==> src/rtl/j1850_rx_pkg.sv <==
package j1850_rx_pkg;

  typedef enum logic [3:0] {
    VEC_NONE = 4'h0,
    VEC_EOF  = 4'h1,
    VEC_RDF  = 4'h2,
    VEC_OVR  = 4'h3,
    VEC_CRC  = 4'h4,
    VEC_BAD  = 4'h5
  } vec_e;

  typedef struct packed {
    logic bad;
    logic crc;
    logic ovr;
    logic rdf;
    logic eof;
  } cond_t;

  function automatic logic [7:0] crc8_byte(input logic [7:0] crc_in,
                                           input logic [7:0] data,
                                           input logic [7:0] poly);
    logic [7:0] c;
    c = crc_in;
    for (int i = 7; i >= 0; i--) begin
      if (c[7] ^ data[i]) c = {c[6:0], 1'b0} ^ poly;
      else                c = {c[6:0], 1'b0};
    end
    return c;
  endfunction

endpackage

==> src/rtl/j1850_rx_crc.sv <==
module j1850_rx_crc
  import j1850_rx_pkg::*;
#(
  parameter int          DATA_W  = 8,
  parameter logic [7:0]  POLY    = 8'h1D,
  parameter logic [7:0]  INIT    = 8'hFF,
  parameter logic [7:0]  RESIDUE = 8'hC4
) (
  input  logic              clk_i,
  input  logic              rst_ni,
  input  logic              sof_i,
  input  logic              eod_i,
  input  logic              byte_vld_i,
  input  logic [DATA_W-1:0] byte_i,
  output logic              crc_bad_o
);

  logic [7:0] crc_q;

  always_ff @(posedge clk_i or negedge rst_ni) begin
    if (!rst_ni)                crc_q <= INIT;
    else if (sof_i || eod_i)    crc_q <= INIT;  // new frame or response segment
    else if (byte_vld_i)        crc_q <= crc8_byte(crc_q, byte_i[7:0], POLY);
  end

  assign crc_bad_o = eod_i && (crc_q != RESIDUE);

  p_crc_restart_r6: assert property (@(posedge clk_i) disable iff (!rst_ni)
    (sof_i || eod_i) |=> (crc_q == INIT));

endmodule

==> src/rtl/j1850_rx_cond.sv <==
module j1850_rx_cond
  import j1850_rx_pkg::*;
#(
  parameter int DATA_W = 8
) (
  input  logic              clk_i,
  input  logic              rst_ni,
  input  logic              sof_i,
  input  logic              byte_vld_i,
  input  logic [DATA_W-1:0] byte_i,
  input  logic              eof_i,
  input  logic              bad_sym_i,
  input  logic              crc_bad_i,
  input  logic              rd_data_i,
  input  logic              ign_set_i,
  input  logic              ign_clr_i,
  output logic [DATA_W-1:0] data_o,
  output cond_t             cond_o,
  output logic              ign_o
);

  logic [DATA_W-1:0] data_q;
  cond_t             cond_q, cond_d;
  logic              ign_q;
  logic              live;
  logic              take_byte;

  assign live      = !ign_q;
  assign take_byte = live && byte_vld_i;

  always_comb begin
    cond_d = cond_q;
    if (take_byte) begin
      cond_d.ovr = !rd_data_i && (cond_q.ovr || cond_q.rdf);
      cond_d.rdf = 1'b1;
    end else if (rd_data_i) begin
      cond_d.ovr = 1'b0;
      cond_d.rdf = 1'b0;
    end
    if (sof_i) begin
      cond_d.eof = 1'b0;
      cond_d.crc = 1'b0;
      cond_d.bad = 1'b0;
    end else if (live) begin
      if (eof_i)     cond_d.eof = 1'b1;
      if (crc_bad_i) cond_d.crc = 1'b1;
      if (bad_sym_i) cond_d.bad = 1'b1;
    end
  end

  always_ff @(posedge clk_i or negedge rst_ni) begin
    if (!rst_ni) begin
      data_q <= '0;
      cond_q <= '0;
      ign_q  <= 1'b0;
    end else begin
      cond_q <= cond_d;
      if (take_byte) data_q <= byte_i;
      if (sof_i || ign_clr_i) ign_q <= 1'b0;
      else if (ign_set_i)     ign_q <= 1'b1;
    end
  end

  assign data_o = data_q;
  assign cond_o = cond_q;
  assign ign_o  = ign_q;

  p_ign_holds_data_r9: assert property (@(posedge clk_i) disable iff (!rst_ni)
    (ign_q && !sof_i) |=> $stable(data_q));
  p_ign_holds_eof_r9: assert property (@(posedge clk_i) disable iff (!rst_ni)
    (ign_q && !sof_i) |=> !$rose(cond_q.eof) && !$rose(cond_q.bad) && !$rose(cond_q.crc));
  p_sof_clears_ign_r9: assert property (@(posedge clk_i) disable iff (!rst_ni)
    sof_i |=> !ign_q);
  p_rd_clears_rdf_r3: assert property (@(posedge clk_i) disable iff (!rst_ni)
    (rd_data_i && !byte_vld_i) |=> (!cond_q.rdf && !cond_q.ovr));
  p_ovr_needs_rdf_r4: assert property (@(posedge clk_i) disable iff (!rst_ni)
    cond_q.ovr |-> cond_q.rdf);

endmodule

==> src/rtl/j1850_rx_vec.sv <==
module j1850_rx_vec
  import j1850_rx_pkg::*;
(
  input  cond_t      cond_i,
  output logic [3:0] vec_o
);

  vec_e vec;

  always_comb begin
    if      (cond_i.bad) vec = VEC_BAD;
    else if (cond_i.crc) vec = VEC_CRC;
    else if (cond_i.ovr) vec = VEC_OVR;
    else if (cond_i.rdf) vec = VEC_RDF;
    else if (cond_i.eof) vec = VEC_EOF;
    else                 vec = VEC_NONE;
  end

  assign vec_o = vec;

endmodule

==> src/rtl/j1850_rx_status.sv <==
module j1850_rx_status
  import j1850_rx_pkg::*;
#(
  parameter int         DATA_W  = 8,
  parameter logic [7:0] POLY    = 8'h1D,
  parameter logic [7:0] INIT    = 8'hFF,
  parameter logic [7:0] RESIDUE = 8'hC4
) (
  input  logic              clk_i,
  input  logic              rst_ni,
  input  logic              sof_i,
  input  logic              byte_vld_i,
  input  logic [DATA_W-1:0] byte_i,
  input  logic              eod_i,
  input  logic              eof_i,
  input  logic              bad_sym_i,
  input  logic              rd_data_i,
  input  logic              ign_set_i,
  input  logic              ign_clr_i,
  input  logic              irq_en_i,
  output logic [DATA_W-1:0] data_o,
  output logic [3:0]        vec_o,
  output logic              ign_o,
  output logic              irq_o
);

  cond_t cond;
  logic  crc_bad;

  j1850_rx_crc #(
    .DATA_W(DATA_W), .POLY(POLY), .INIT(INIT), .RESIDUE(RESIDUE)
  ) u_crc (
    .clk_i      (clk_i),
    .rst_ni     (rst_ni),
    .sof_i      (sof_i),
    .eod_i      (eod_i),
    .byte_vld_i (byte_vld_i),
    .byte_i     (byte_i),
    .crc_bad_o  (crc_bad)
  );

  j1850_rx_cond #(.DATA_W(DATA_W)) u_cond (
    .clk_i      (clk_i),
    .rst_ni     (rst_ni),
    .sof_i      (sof_i),
    .byte_vld_i (byte_vld_i),
    .byte_i     (byte_i),
    .eof_i      (eof_i),
    .bad_sym_i  (bad_sym_i),
    .crc_bad_i  (crc_bad),
    .rd_data_i  (rd_data_i),
    .ign_set_i  (ign_set_i),
    .ign_clr_i  (ign_clr_i),
    .data_o     (data_o),
    .cond_o     (cond),
    .ign_o      (ign_o)
  );

  j1850_rx_vec u_vec (
    .cond_i (cond),
    .vec_o  (vec_o)
  );

  assign irq_o = irq_en_i && !ign_o && (|cond);

  p_irq_masked_r10: assert property (@(posedge clk_i) disable iff (!rst_ni)
    (ign_o || !irq_en_i) |-> !irq_o);
  p_irq_on_vec_r10: assert property (@(posedge clk_i) disable iff (!rst_ni)
    (irq_en_i && !ign_o && vec_o != 4'h0) |-> irq_o);
  p_bad_on_top_r7: assert property (@(posedge clk_i) disable iff (!rst_ni)
    cond.bad |-> (vec_o == 4'h5));
  p_idle_vec_r8: assert property (@(posedge clk_i) disable iff (!rst_ni)
    (cond == '0) |-> (vec_o == 4'h0));

endmodule

==> config.mk <==
export PLATFORM = sky130hd
export DESIGN_NAME = j1850_rx_status
export DESIGN_NICKNAME = d
export VERILOG_FILES = /design/src/rtl/j1850_rx_pkg.sv /design/src/rtl/j1850_rx_crc.sv /design/src/rtl/j1850_rx_cond.sv /design/src/rtl/j1850_rx_vec.sv /design/src/rtl/j1850_rx_status.sv
export SDC_FILE = /design/constraint.sdc
export NUM_CORES = 1
export LEC_CHECK = 0
export BUFFER_PORTS_ARGS = -buffer_cell sky130_fd_sc_hd__clkbuf_2
export CORE_MARGIN = 2
export CORE_UTILIZATION = 46
export CTS_BUF_LIST = sky130_fd_sc_hd__clkbuf_4 sky130_fd_sc_hd__clkbuf_8 sky130_fd_sc_hd__clkbuf_16
export DETAILED_ROUTE_END_ITERATION = 12
export PLACE_DENSITY = 0.83
export SKIP_LAST_GASP = 1
export SYNTH_ARGS = -nofsm -noshare
export SYNTH_HDL_FRONTEND = slang
export SYNTH_SLANG_ARGS = --single-unit
==> constraint.sdc <==
create_clock -name clk_i -period 1.6 [get_ports clk_i]
set_clock_uncertainty 0.05 [all_clocks]
set_input_delay 0.16 -clock clk_i [delete_from_list [all_inputs] [get_ports clk_i]]
set_output_delay 0.16 -clock clk_i [all_outputs]
set_load 0.02 [all_outputs]
After elaboration in Yosys (flattened, before gate mapping). Cells that the tools add are included.

Register bits: 22. Bits of input ports: 19. Output and inout port bits: 14. Word-level logic and storage cells: 86.

Eq/ne operators: 2. Mux-type cells: 40. Bitwise gates (word level): 16. Reductions and logical operators: 20.

Operators with widths (count): $mux 8 (16); $mux 5 (8); $not 4->4 (8); $mux 4 (4); $reduce_bool 2->1 (6); $mux 1 (8); $mux 2 (4); $ne 8x8->1 const B (1); $xor 1x1->1 (8); $reduce_and 2->1 (3); $logic_and 1x1->1 (5); $reduce_or 5->1 (1); $logic_or 1x1->1 (3); $logic_not 1->1 (2); $ne 2x2->1 const B (1).

Longest topological paths before layout. Gate-level depths: netlist (run 1).

Word-level depth: 32. Mapped depth: 5. Depth with buffers taken out: 5.

Cells and area by module. Synthesis (run 1) repeated with hierarchy kept, for this count alone.

Cell total of the unflattened synthesis: 111. Area, all modules: 1343.8 um^2.

By module, submodules not included: j1850_rx_crc (times used 1, cells an instance 59, area an instance 693.2 um^2, sequential area each 210.2 um^2); j1850_rx_cond (times used 1, cells an instance 40, area an instance 568.0 um^2, sequential area each 350.3 um^2); j1850_rx_vec (times used 1, cells an instance 8, area an instance 50.0 um^2, sequential area each 0.0 um^2); j1850_rx_status (times used 1, cells an instance 4, area an instance 32.5 um^2, sequential area each 0.0 um^2).

Worst setup path after synthesis (run 1). OpenSTA, ideal clock, no wires.

Path kind: register -> register. From: register u_crc.crc_q[6]. To: register u_crc.crc_q[2]. Library setup time: 90 ps. Arrival time: 1575 ps. Required time: 1460 ps. Slack: -116 ps. Cell stages (with the launch flop): 6. Buffers on the path: 0. Clock period less this slack: 1716 ps. Cells stage by stage: dfstp_2 > xnor2_4 > xor2_2 > xnor3_1 > o21ai_0 > nand3b_1.

Longest elaborated chain between the ends: 24. Elaborated cells between the ends (all ways): 28.

RTL lines: start: declaration (RTL line j1850_rx_crc.sv:18) `logic [7:0] crc_q;`; start signal: assignment (RTL line j1850_rx_crc.sv:23) `else if (byte_vld_i) crc_q <= crc8_byte(crc_q, byte_i[7:0], POLY);`; $mux 8 (*) (RTL line j1850_rx_crc.sv:23); $mux 8 (*) (RTL line j1850_rx_crc.sv:22) `else if (sof_i || eod_i) crc_q <= INIT;`; $xor 1x1->1 (*) (RTL line j1850_rx_pkg.sv:26) `if (c[7] ^ data[i]) c = {c[6:0], 1'b0} ^ poly;`; $mux 5 (*) (RTL line j1850_rx_pkg.sv:26); $mux 8 (*) (RTL line j1850_rx_crc.sv:23); $mux 8 (*) (RTL line j1850_rx_crc.sv:22); $not 4->4 (no line); $mux 5 (RTL line j1850_rx_pkg.sv:26); [8 not listed]; $mux 8 (*) (RTL line j1850_rx_crc.sv:23); $mux 8 (*) (RTL line j1850_rx_crc.sv:22); $mux 8 (*) (RTL line j1850_rx_crc.sv:23); $mux 8 (*) (RTL line j1850_rx_crc.sv:22); $xor 1x1->1 (RTL line j1850_rx_pkg.sv:26); $mux 5 (*) (RTL line j1850_rx_pkg.sv:26); $mux 8 (*) (RTL line j1850_rx_crc.sv:23); $mux 8 (*) (RTL line j1850_rx_crc.sv:22).

Every way passes the cells marked *; elsewhere a longest branch is shown, timed or not. The select of a mux whose other input is x is not followed. A chain may end at the register's enable or synchronous reset.

Worst setup path in the final report (run 1).
From: register u_cond.cond_q (netlist bit u_cond.cond_o[3]). To: output irq_o.

Longest elaborated chain between the ends: 2.

RTL lines: start: declaration (RTL line j1850_rx_cond.sv:23) `cond_t cond_q, cond_d;`; start signal: assignment (RTL line j1850_rx_cond.sv:57) `cond_q <= cond_d;`; $reduce_or 5->1 (RTL line j1850_rx_status.sv:64) `assign irq_o = irq_en_i && !ign_o && (|cond);`; $logic_and 1x1->1 (RTL line j1850_rx_status.sv:64); end: declaration (RTL line j1850_rx_status.sv:24) `output logic irq_o`.

Every way passes these cells.

==> results_dict.tcl, run 1 <==
set metrics [dict create \
    status "finished, violations left" \
    violations "negative setup slack" \
    path_class "reg -> out" \
    antenna_found_initial 0 \
    dp_hpwl_um 1970 \
    final_common_cell "clkbuf_2" \
    via_count 957 \
    routed_via_density 5.09 \
    drv_slew 0 \
    cts_sinks 22 \
    rsz0062_at_grt "yes" \
    drv_cap 0 \
    hold_class "in -> reg" \
    crit_fanout 2 \
    endpoint "irq_o" \
    clk_pin_slew_ns 0.13 \
    syn-cell-area_um2 1200 \
    dieArea_um2 3040 \
    cp-startpoint "u_cond.cond_o[3]" \
    finalSetupViolations 2 \
    ys_seq_area_share_pct 46.5 \
    synthesis.nets 125 \
    first_global_vias 907 \
    rows 18 \
    io_buffers 31 \
    synth_cells 106 \
    wl_per_cell_um 15.1 \
    rrSetupSlack_ns -0.17 \
    setup_ws_ns -0.304 \
    initial_core_util_pct 48.6 \
    ys_types 28 \
    routed_wl_um 2840 \
    grt_max_degree 23 \
    grt.overflow.total 0 \
    placed_cells 178 \
    grt_usage_pct 19.6 \
    max_freq_mhz 525 \
    clockBufferDepth 2 \
    post-route-period-util_pct 119 \
    final_cell_mix "clkbuf_2 (29), nor2_1 (15), buf_4 (14), dfrtp_1 (14)" \
    start_kind "flop" \
    pin_count 33 \
    firstDrtPassIters 6 \
    fin_cells 188 \
    worstReg2RegEnd "u_crc.crc_q[2]" \
    drc 0 \
    area_growth_pct 44.4 \
    max_slew_margin_pct 62.7 \
    h-tree-depth 1 \
    grt_pass1_wl_um 4020 \
    first_iter_violations 18 \
    fin_nets 178 \
    p_leak_nw 0.805 \
    tightest_slew_ns 0.557 \
    synth_warnings 0 \
    required_ns 1.39 \
    die_y_um 55.2 \
    die_x_um 55.2 \
    whs_ns 0.0169 \
    synth_seq_cells 22 \
    r2r-start "u_crc.crc_q[6]" \
    min_period_ns 1.90 \
    core-area_um2 2480 \
    syn-mean-instance-area_um2 11.4 \
    worst_r2r_path_depth 5 \
    place.gp.congestion 0.803 \
    cts_root_buffer "clkbuf_4" \
    drive_gt1_share_pct 53.8 \
    power.density_nw_per_um2 1090 \
    max-vdd-ir-drop_mv 0.665 \
    crit_arrival_ns 1.69 \
    numCtsBuffers 3 \
    n_antenna_cell 0 \
    insertion_delay_ns 0.32 \
    hold_violations 0 \
    ant_nets 0 \
    cp-end-kind "primary output" \
    cts_tree "yes" \
]
[per-layer routing]
metal	share of wire (%)	GRT usage [%]
met2	52	34.1
met1	42	24.7
met3	4.7	2.42
met4	1.5	7.32
met5	0	0
[power breakdown]
part / switching (mW) / internal [mW]
clock network: 0.176 / 0.253
logic: 0.362 / 0.419
registers: 0.0554 / 0.633
total: 0.594 / 1.31
[synth_stat cells]
library cell  number  area (um2)
dfstp_2            8         210
mux2_2             8        90.1
xnor3_1            2        45.0
xnor2_4            2        55.1
o21ai_0            7        35.0
inv_1              3        11.3
nand2_1            3        11.3
conb_1             1        3.75
nand3b_1           1        7.51
xor2_1             6        52.6
or2_2              1        6.26
a21oi_1            4        20.0
xnor2_1           13         114
buf_4              1        7.51
and3_1             2        12.5
nor4_1             1        6.26
a31oi_1            2        12.5
clkbuf_1           1        3.75
nor2b_1            1        6.26
nor3_1             2        10.0
or4_1              1        7.51
dfrtp_1           14         350
nor2_1            16        60.1
xor2_2             1        16.3
nand4_1            1        6.26
mux2i_1            2        20.0
xnor2_2            1        16.3
o21bai_1           1        7.51
[per-stage QoR]
| step | setup TNS (ns) | power [mW] | util (%) | setup slack, ns | instance area [um2] |
|---|---|---|---|---|---|
| floorplan | -0.115 | 1.12 | - | -0.115 | 1200 |
| global placement | -0.0694 | 1.32 | 59.9 | -0.0597 | 1480 |
| detailed placement | -0.216 | 1.35 | 59.9 | -0.171 | 1480 |
| CTS | -0.515 | 1.82 | 64.8 | -0.322 | 1610 |
| global route | -0.630 | 2.00 | 70.3 | -0.361 | 1740 |
| finish | -0.474 | 1.90 | 70.3 | -0.304 | 1740 |
[cell families (layout without fill, tap and decap cells)]
| kind of cell | after synthesis | count (layout) | synth area share (%) |
|---|---|---|---|
| and+or+nand+nor | 29 | 29 | 11.1 |
| xor gates and xnor gates | 25 | 25 | 24.8 |
| DFF | 22 | 22 | 46.5 |
| AOI/OAI and AO/OA | 14 | 14 | 6.23 |
| muxes | 10 | 10 | 9.14 |
| buffers and inverters | 5 | 57 | 1.87 |
| other | 1 | 1 | 0.311 |
[flip-flops by register name, indices dropped and copies added (netlist names)]
signal and cells:
u_cond.cond_o 5, u_cond.data_o 8, u_cond.ign_o 1, u_crc.crc_q 8
[worst min-delay path by stage]
stage / startpoint / end / depth (start not counted)
floorplan: rst_ni / u_cond.cond_o[0] / 0
global placement: rst_ni / u_cond.data_o[4] / 1
detailed placement: rst_ni / u_cond.data_o[5] / 1
CTS: sof_i / u_cond.cond_o[0] / 2
global route: sof_i / u_cond.cond_o[4] / 2
finish: ign_set_i / u_cond.ign_o / 3
[worst max-delay path: stages, from the launching register on]
cell	delay [ns]
dfrtp_1	0.40
or2_4	0.25
or4_4	0.41
and3_4	0.20
buf_8	0.12
[area by class of cell]
class	instances	area, um2
Multi-Input combinational cell	79	749
Tap cell	30	37.5
Fill cell	189	737
Clock buffer	3	22.5
Sequential cell	22	561
Inverter	3	11.3
Timing Repair Buffer	50	329
Clock inverter	1	30.0
[repair_timing]
action	CTS	global route
buffers inserted	1	2
pin swaps	1	6
gates resized for setup	8	23
hold endpoints to repair	17	0
hold buffers	3	0
endpoints found under the setup margin	4	9
(Power assumes the default switching activity.)
==> run 2, diff against run 1 <==
--- a/config.mk
+++ b/config.mk
@@ -5,6 +5,7 @@
 export SDC_FILE = /design/constraint.sdc
 export NUM_CORES = 1
 export LEC_CHECK = 0
+export ABC_AREA = 0
 export BUFFER_PORTS_ARGS = -buffer_cell sky130_fd_sc_hd__clkbuf_2
 export CORE_MARGIN = 2
 export CORE_UTILIZATION = 46
@@ -15,3 +16,4 @@
 export SYNTH_ARGS = -nofsm -noshare
 export SYNTH_HDL_FRONTEND = slang
 export SYNTH_SLANG_ARGS = --single-unit
+export TNS_END_PERCENT = 1
==> run 2 against run 1 <==
Compared with the run above: the run still ends with negative setup slack left; sequential power down 1%; count of clock-buffer cells in the layout did not move; non-clock buffer count fell by 1; flip-flop and latch count stayed put; global-route usage fell by 0.20 points; design area shrank 7.9%; critical path type unchanged; largest cell class unchanged.
==> results_dict.tcl, run 2 (synthesis results as in run 1) <==
set metrics [dict create \
    hold_violations 0 \
    grt_pass1_wl_um 3990 \
    setup_ws_ns -0.303 \
    cp-startpoint "u_cond.cond_o[3]" \
    h-tree-depth 1 \
    placed_cells 178 \
    grt.overflow.total 0 \
    cts_tree "yes" \
    min_period_ns 1.90 \
    post-route-period-util_pct 119 \
    start_kind "flop" \
    crit_arrival_ns 1.69 \
    clockBufferDepth 2 \
    first_global_vias 904 \
    area_growth_pct 33.0 \
    crit_fanout 2 \
    p_leak_nw 0.751 \
    r2r-start "u_crc.crc_q[0]" \
    final_core_util_pct 64.7 \
    cts_sinks 22 \
    rows 18 \
    place.gp.congestion 0.803 \
    insertion_delay_ns 0.31 \
    final_cell_mix "clkbuf_2 (30), nor2_1 (16), buf_4 (15), dfrtp_1 (14), xnor2_1 (13)" \
    antenna_found_initial 0 \
    die_x_um 55.2 \
    finalSetupTns_ns -0.533 \
    path_class "reg -> out" \
    grt_max_degree 23 \
    wl_per_cell_um 13.3 \
    tightest_slew_ns 0.533 \
    required_ns 1.39 \
    violations "negative setup slack" \
    final_design_area_no_fill_um2 1600 \
    drc 0 \
    fin_nets 177 \
    pin_count 33 \
    cts_root_buffer "clkbuf_4" \
    pre_cts_ws_ns -0.171 \
    drv_cap 0 \
    n_antenna_cell 0 \
    max-vdd-ir-drop_mv 0.634 \
    max_freq_mhz 525 \
    max_slew_margin_pct 64.5 \
    routed_wl_um 2500 \
    first_iter_violations 30 \
    dp_hpwl_um 1970 \
    initial_core_util_pct 48.6 \
    cp-end-kind "primary output" \
    status "finished, violations left" \
    via_count 937 \
    rsz0062_at_grt "yes" \
    drive_gt1_share_pct 46.5 \
    die_y_um 55.2 \
    worstHoldStart "sof_i" \
    core-area_um2 2480 \
    dieArea_um2 3040 \
    io_buffers 31 \
    routed_via_density 5.01 \
    power.density_nw_per_um2 1110 \
    whs_ns 0.0117 \
    finalSetupViolations 3 \
    p_total_mw 1.78 \
    grt_usage_pct 19.3 \
    ant_nets 0 \
    placed_area_um2 1480 \
    numCtsBuffers 3 \
    fin_cells 187 \
    hold_class "in -> reg" \
    final_common_cell "clkbuf_2" \
    drv_slew 0 \
    firstDrtPassIters 4 \
    clk_pin_slew_ns 0.12 \
]
[run 2: area by class of cell]
| type | instances | area (um2) |
|---|---|---|
| inverters | 3 | 11.3 |
| clock inverters | 1 | 30.0 |
| well taps | 30 | 37.5 |
| fillers | 198 | 875 |
| clock buffers | 3 | 22.5 |
| repair buffers | 49 | 308 |
| flip-flops and latches | 22 | 561 |
| multi-input cells | 79 | 633 |
[run 2: critical path, stage by stage, from the launching register on]
cell,delay [ns]
dfrtp_1,0.40
or2_4,0.25
or4_4,0.41
and3_4,0.20
buf_8,0.12
[run 2: where the power goes]
group	switching [mW]	total (mW)	internal (mW)
logic	0.314	0.680	0.365
clock network	0.171	0.424	0.253
registers	0.0482	0.681	0.633
[run 2: final timing paths]
kind	end	slack, ns	depth (start not counted)
setup / recovery	irq_o	-0.30	4
hold / removal	u_cond.cond_o[4]	0.01	2
setup reg to reg	u_crc.crc_q[2]	-0.16	5
hold reg to reg	u_cond.data_o[4]	0.47	1
max in group asynchronous	u_crc.crc_q[0]	0.84	2
min in group asynchronous	u_cond.data_o[6]	0.30	2
[run 2: metal layers]
layer	global-route usage [%]	routed length, um	up-vias
met3	2.42	128	5
met1	24.2	1100	437
met4	7.32	48	0
li1	-	-	459
met2	33.9	1220	36
met5	0	0	-
[run 2: what timing repair did]
item                       CTS  global route
setup buffers                0             2
resized for setup            2             4
pin swaps                    1             1
setup endpoints to repair    4             9
hold endpoints to repair    17             0
hold buffers                 3             0
==> run 3, diff against run 2 <==
--- a/config.mk
+++ b/config.mk
@@ -8,12 +8,14 @@
 export ABC_AREA = 0
 export BUFFER_PORTS_ARGS = -buffer_cell sky130_fd_sc_hd__clkbuf_2
 export CORE_MARGIN = 2
-export CORE_UTILIZATION = 46
+export CORE_UTILIZATION = 47
 export CTS_BUF_LIST = sky130_fd_sc_hd__clkbuf_4 sky130_fd_sc_hd__clkbuf_8 sky130_fd_sc_hd__clkbuf_16
 export DETAILED_ROUTE_END_ITERATION = 12
+export HOLD_SLACK_MARGIN = 0.05
 export PLACE_DENSITY = 0.83
 export SKIP_LAST_GASP = 1
 export SYNTH_ARGS = -nofsm -noshare
 export SYNTH_HDL_FRONTEND = slang
+export SYNTH_HIERARCHICAL = 1
 export SYNTH_SLANG_ARGS = --single-unit
 export TNS_END_PERCENT = 1
==> run 3 against run 2 <==
Compared with the run above: the flow still finishes with violations (negative setup slack); synthesized cell count rose by 4.7%; final cell count increased by 4.3%; die area increased by 8.5%; hold slack better by 0.060 ns; core utilization is 1.1 points lower; routed wire length increased by 19%; combinational power about the same; non-clock buffer count grew 4; count of clock-buffer cells in the layout unchanged; largest cell class unchanged; highest routed layer unchanged.
==> results_dict.tcl, run 3 <==
set metrics [dict create \
    ys_async_sr_fraction_pct 100 \
    pin_count 33 \
    h-tree-depth 1 \
    tightest_slew_ns 0.573 \
    setup_ws_ns -0.0938 \
    fin_nets 185 \
    rows 19 \
    pre_cts_ws_ns -0.0739 \
    core-area_um2 2730 \
    n_antenna_cell 0 \
    numCtsBuffers 3 \
    finalSetupTns_ns -0.334 \
    placed_area_um2 1640 \
    synthesis.nets 130 \
    synth_top_area_share_pct 26.1 \
    required_ns 1.79 \
    max_slew_margin_pct 61.8 \
    antenna_found_initial 0 \
    power.density_nw_per_um2 922 \
    path_class "reg -> reg" \
    initial_core_util_pct 49.2 \
    cp-end-kind "flop" \
    synth_edf_count 0 \
    rsz0062_at_grt "yes" \
    drv_slew 0 \
    p_leak_nw 0.862 \
    max_freq_mhz 590 \
    yosys.area.top_type "dfrtp_1" \
    p_total_mw 1.60 \
    ant_nets 0 \
    ys_seq_area_share_pct 41.7 \
    dp_hpwl_um 2250 \
    final_cell_mix "clkbuf_2 (31), buf_4 (15), dfrtp_1 (14), xnor2_1 (10)" \
    path_cells "xor2_4, xnor3_1, mux2i_1, mux2i_1" \
    syn-cell-area_um2 1340 \
    routed_wl_um 2970 \
    ys_types 37 \
    firstDrtPassIters 4 \
    fin_cells 195 \
    post-route-period-util_pct 106 \
    status "finished, violations left" \
    synth_cells 111 \
    hold_violations 0 \
    violations "negative setup slack" \
    max-vdd-ir-drop_mv 0.732 \
    clockBufferDepth 2 \
    area_growth_pct 29.4 \
    insertion_delay_ns 0.31 \
    syn-mean-instance-area_um2 12.1 \
    synthFlopType "dfrtp_1" \
    first_global_vias 1128 \
    wl_per_cell_um 15.2 \
    drive_gt1_share_pct 47.6 \
    start_kind "flop" \
    grt_max_degree 23 \
    cts_sinks 22 \
    dieArea_um2 3300 \
    io_buffers 31 \
    synth_warnings 6 \
    final_common_cell "clkbuf_2" \
    cpMostUsedCell "mux2i_1" \
    die_y_um 57.5 \
    drc 0 \
    cts_tree "yes" \
    min_period_ns 1.69 \
    first_iter_violations 29 \
    die_x_um 57.5 \
    hold_class "in -> reg" \
    cp_slowest_cell "dfstp_2" \
    finalSetupViolations 6 \
    synth_seq_cells 22 \
    final_design_area_no_fill_um2 1740 \
    post_cts_buffers 0 \
    yosysMostFrequentCell "dfrtp_1" \
    routed_via_density 5.22 \
    cp_slowest_stage_delay_ns 0.60 \
    synthTopCellsByArea "dfrtp_1 (26%), dfstp_2 (16%), mux2_4 (8.9%), xnor2_1 (7.2%), xnor3_1 (6.7%)" \
    grt.overflow.total 0 \
    drv_cap 0 \
    placed_cells 185 \
    ys_top_cells_by_count "dfrtp_1 (14), xnor2_1 (11), dfstp_2 (8), mux2_4 (8), inv_1 (6)" \
    clk_pin_slew_ns 0.11 \
    crit_arrival_ns 1.89 \
    grt_usage_pct 19.4 \
    crit_fanout 3 \
    grt_pass1_wl_um 4840 \
    via_count 1018 \
    place.gp.congestion 0.867 \
    cts_root_buffer "clkbuf_4" \
]
[run 3: changes by cell type in the layout (fill, tap and decap cells not counted), sizes merged, moves of 4 or more]
cell	change
nand2b	+6
xnor2	-4
dlygate4sd3	+4
xnor3	+4
nor2	-10
o21ai	-6
[run 3: worst paths after layout]
kind	start	endpoint	slack, ns	cells past startpoint
max in group asynchronous	rst_ni	u_crc/crc_q[6]	0.79	2
max reg2reg	u_crc/crc_q[4]	u_crc/crc_q[2]	-0.09	4
min	byte_vld_i	u_cond/cond_o[1]	0.07	3
max	u_crc/crc_q[4]	u_crc/crc_q[2]	-0.09	4
min in group asynchronous	rst_ni	u_cond/data_o[2]	0.33	2
min reg2reg	u_cond/data_o[1]	u_cond/data_o[1]	0.47	1
[run 3: per-layer routing]
layer	GRT usage, %	share of wire (%)	wire length [um]	vias up
met5	0	0	0	-
met4	8.97	1.8	53	0
met3	3.17	4.7	141	6
met2	35.9	54	1600	37
met1	21.5	39	1170	495
li1	-	-	-	480
[run 3: repair_timing]
action,4_1_cts,5_1_grt
gates resized for setup,0,1
cloned,0,0
endpoints found under the setup margin,6,7
endpoints found under the hold margin,19,0
hold buffers,7,0
pin swaps,0,1
[run 3: metrics by stage]
step | hold WS [ns] | utilization (%)
floorplan | -0.186 | -
global placement | 0.118 | 59.8
CTS | 0.0727 | 63.2
finish | 0.0717 | 63.6
detailed placement | 0.120 | 59.8
global route | 0.0684 | 63.6
[run 3: cells by family after synthesis]
family / Yosys count / synth area share (%)
buffers and inverters: 9 / 3.35
AND/OR/NAND/NOR: 31 / 14.2
multiplexers: 10 / 10.4
flip-flops: 22 / 41.7
other: 1 / 0.279
XOR/XNOR: 23 / 23.0
AO/OA/AOI/OAI: 15 / 7.08
[run 3: area by class of cell]
cell class	instances	area [um2]
Multi-Input combinational cell	80	757
Inverter	6	22.5
Clock buffer	3	22.5
Fill cell	217	995
Timing Repair Buffer	53	338
Tap cell	31	38.8
Sequential cell	22	561
[run 3: power by group]
part | switching (mW) | internal (mW) | total [mW] | leakage [nW]
combinational | 0.307 | 0.373 | 0.680 | 0.595
sequential | 0.0506 | 0.629 | 0.680 | 0.253
clock | 0.156 | 0.0881 | 0.244 | 0.0138
total | 0.513 | 1.09 | 1.60 | 0.862
[run 3: critical path, delay by kind of cell, from the launching register on]
| family | cells | cell delay, ns |
|---|---|---|
| muxes | 2 | 0.41 |
| xor gates and xnor gates | 2 | 0.58 |
| DFF | 1 | 0.60 |
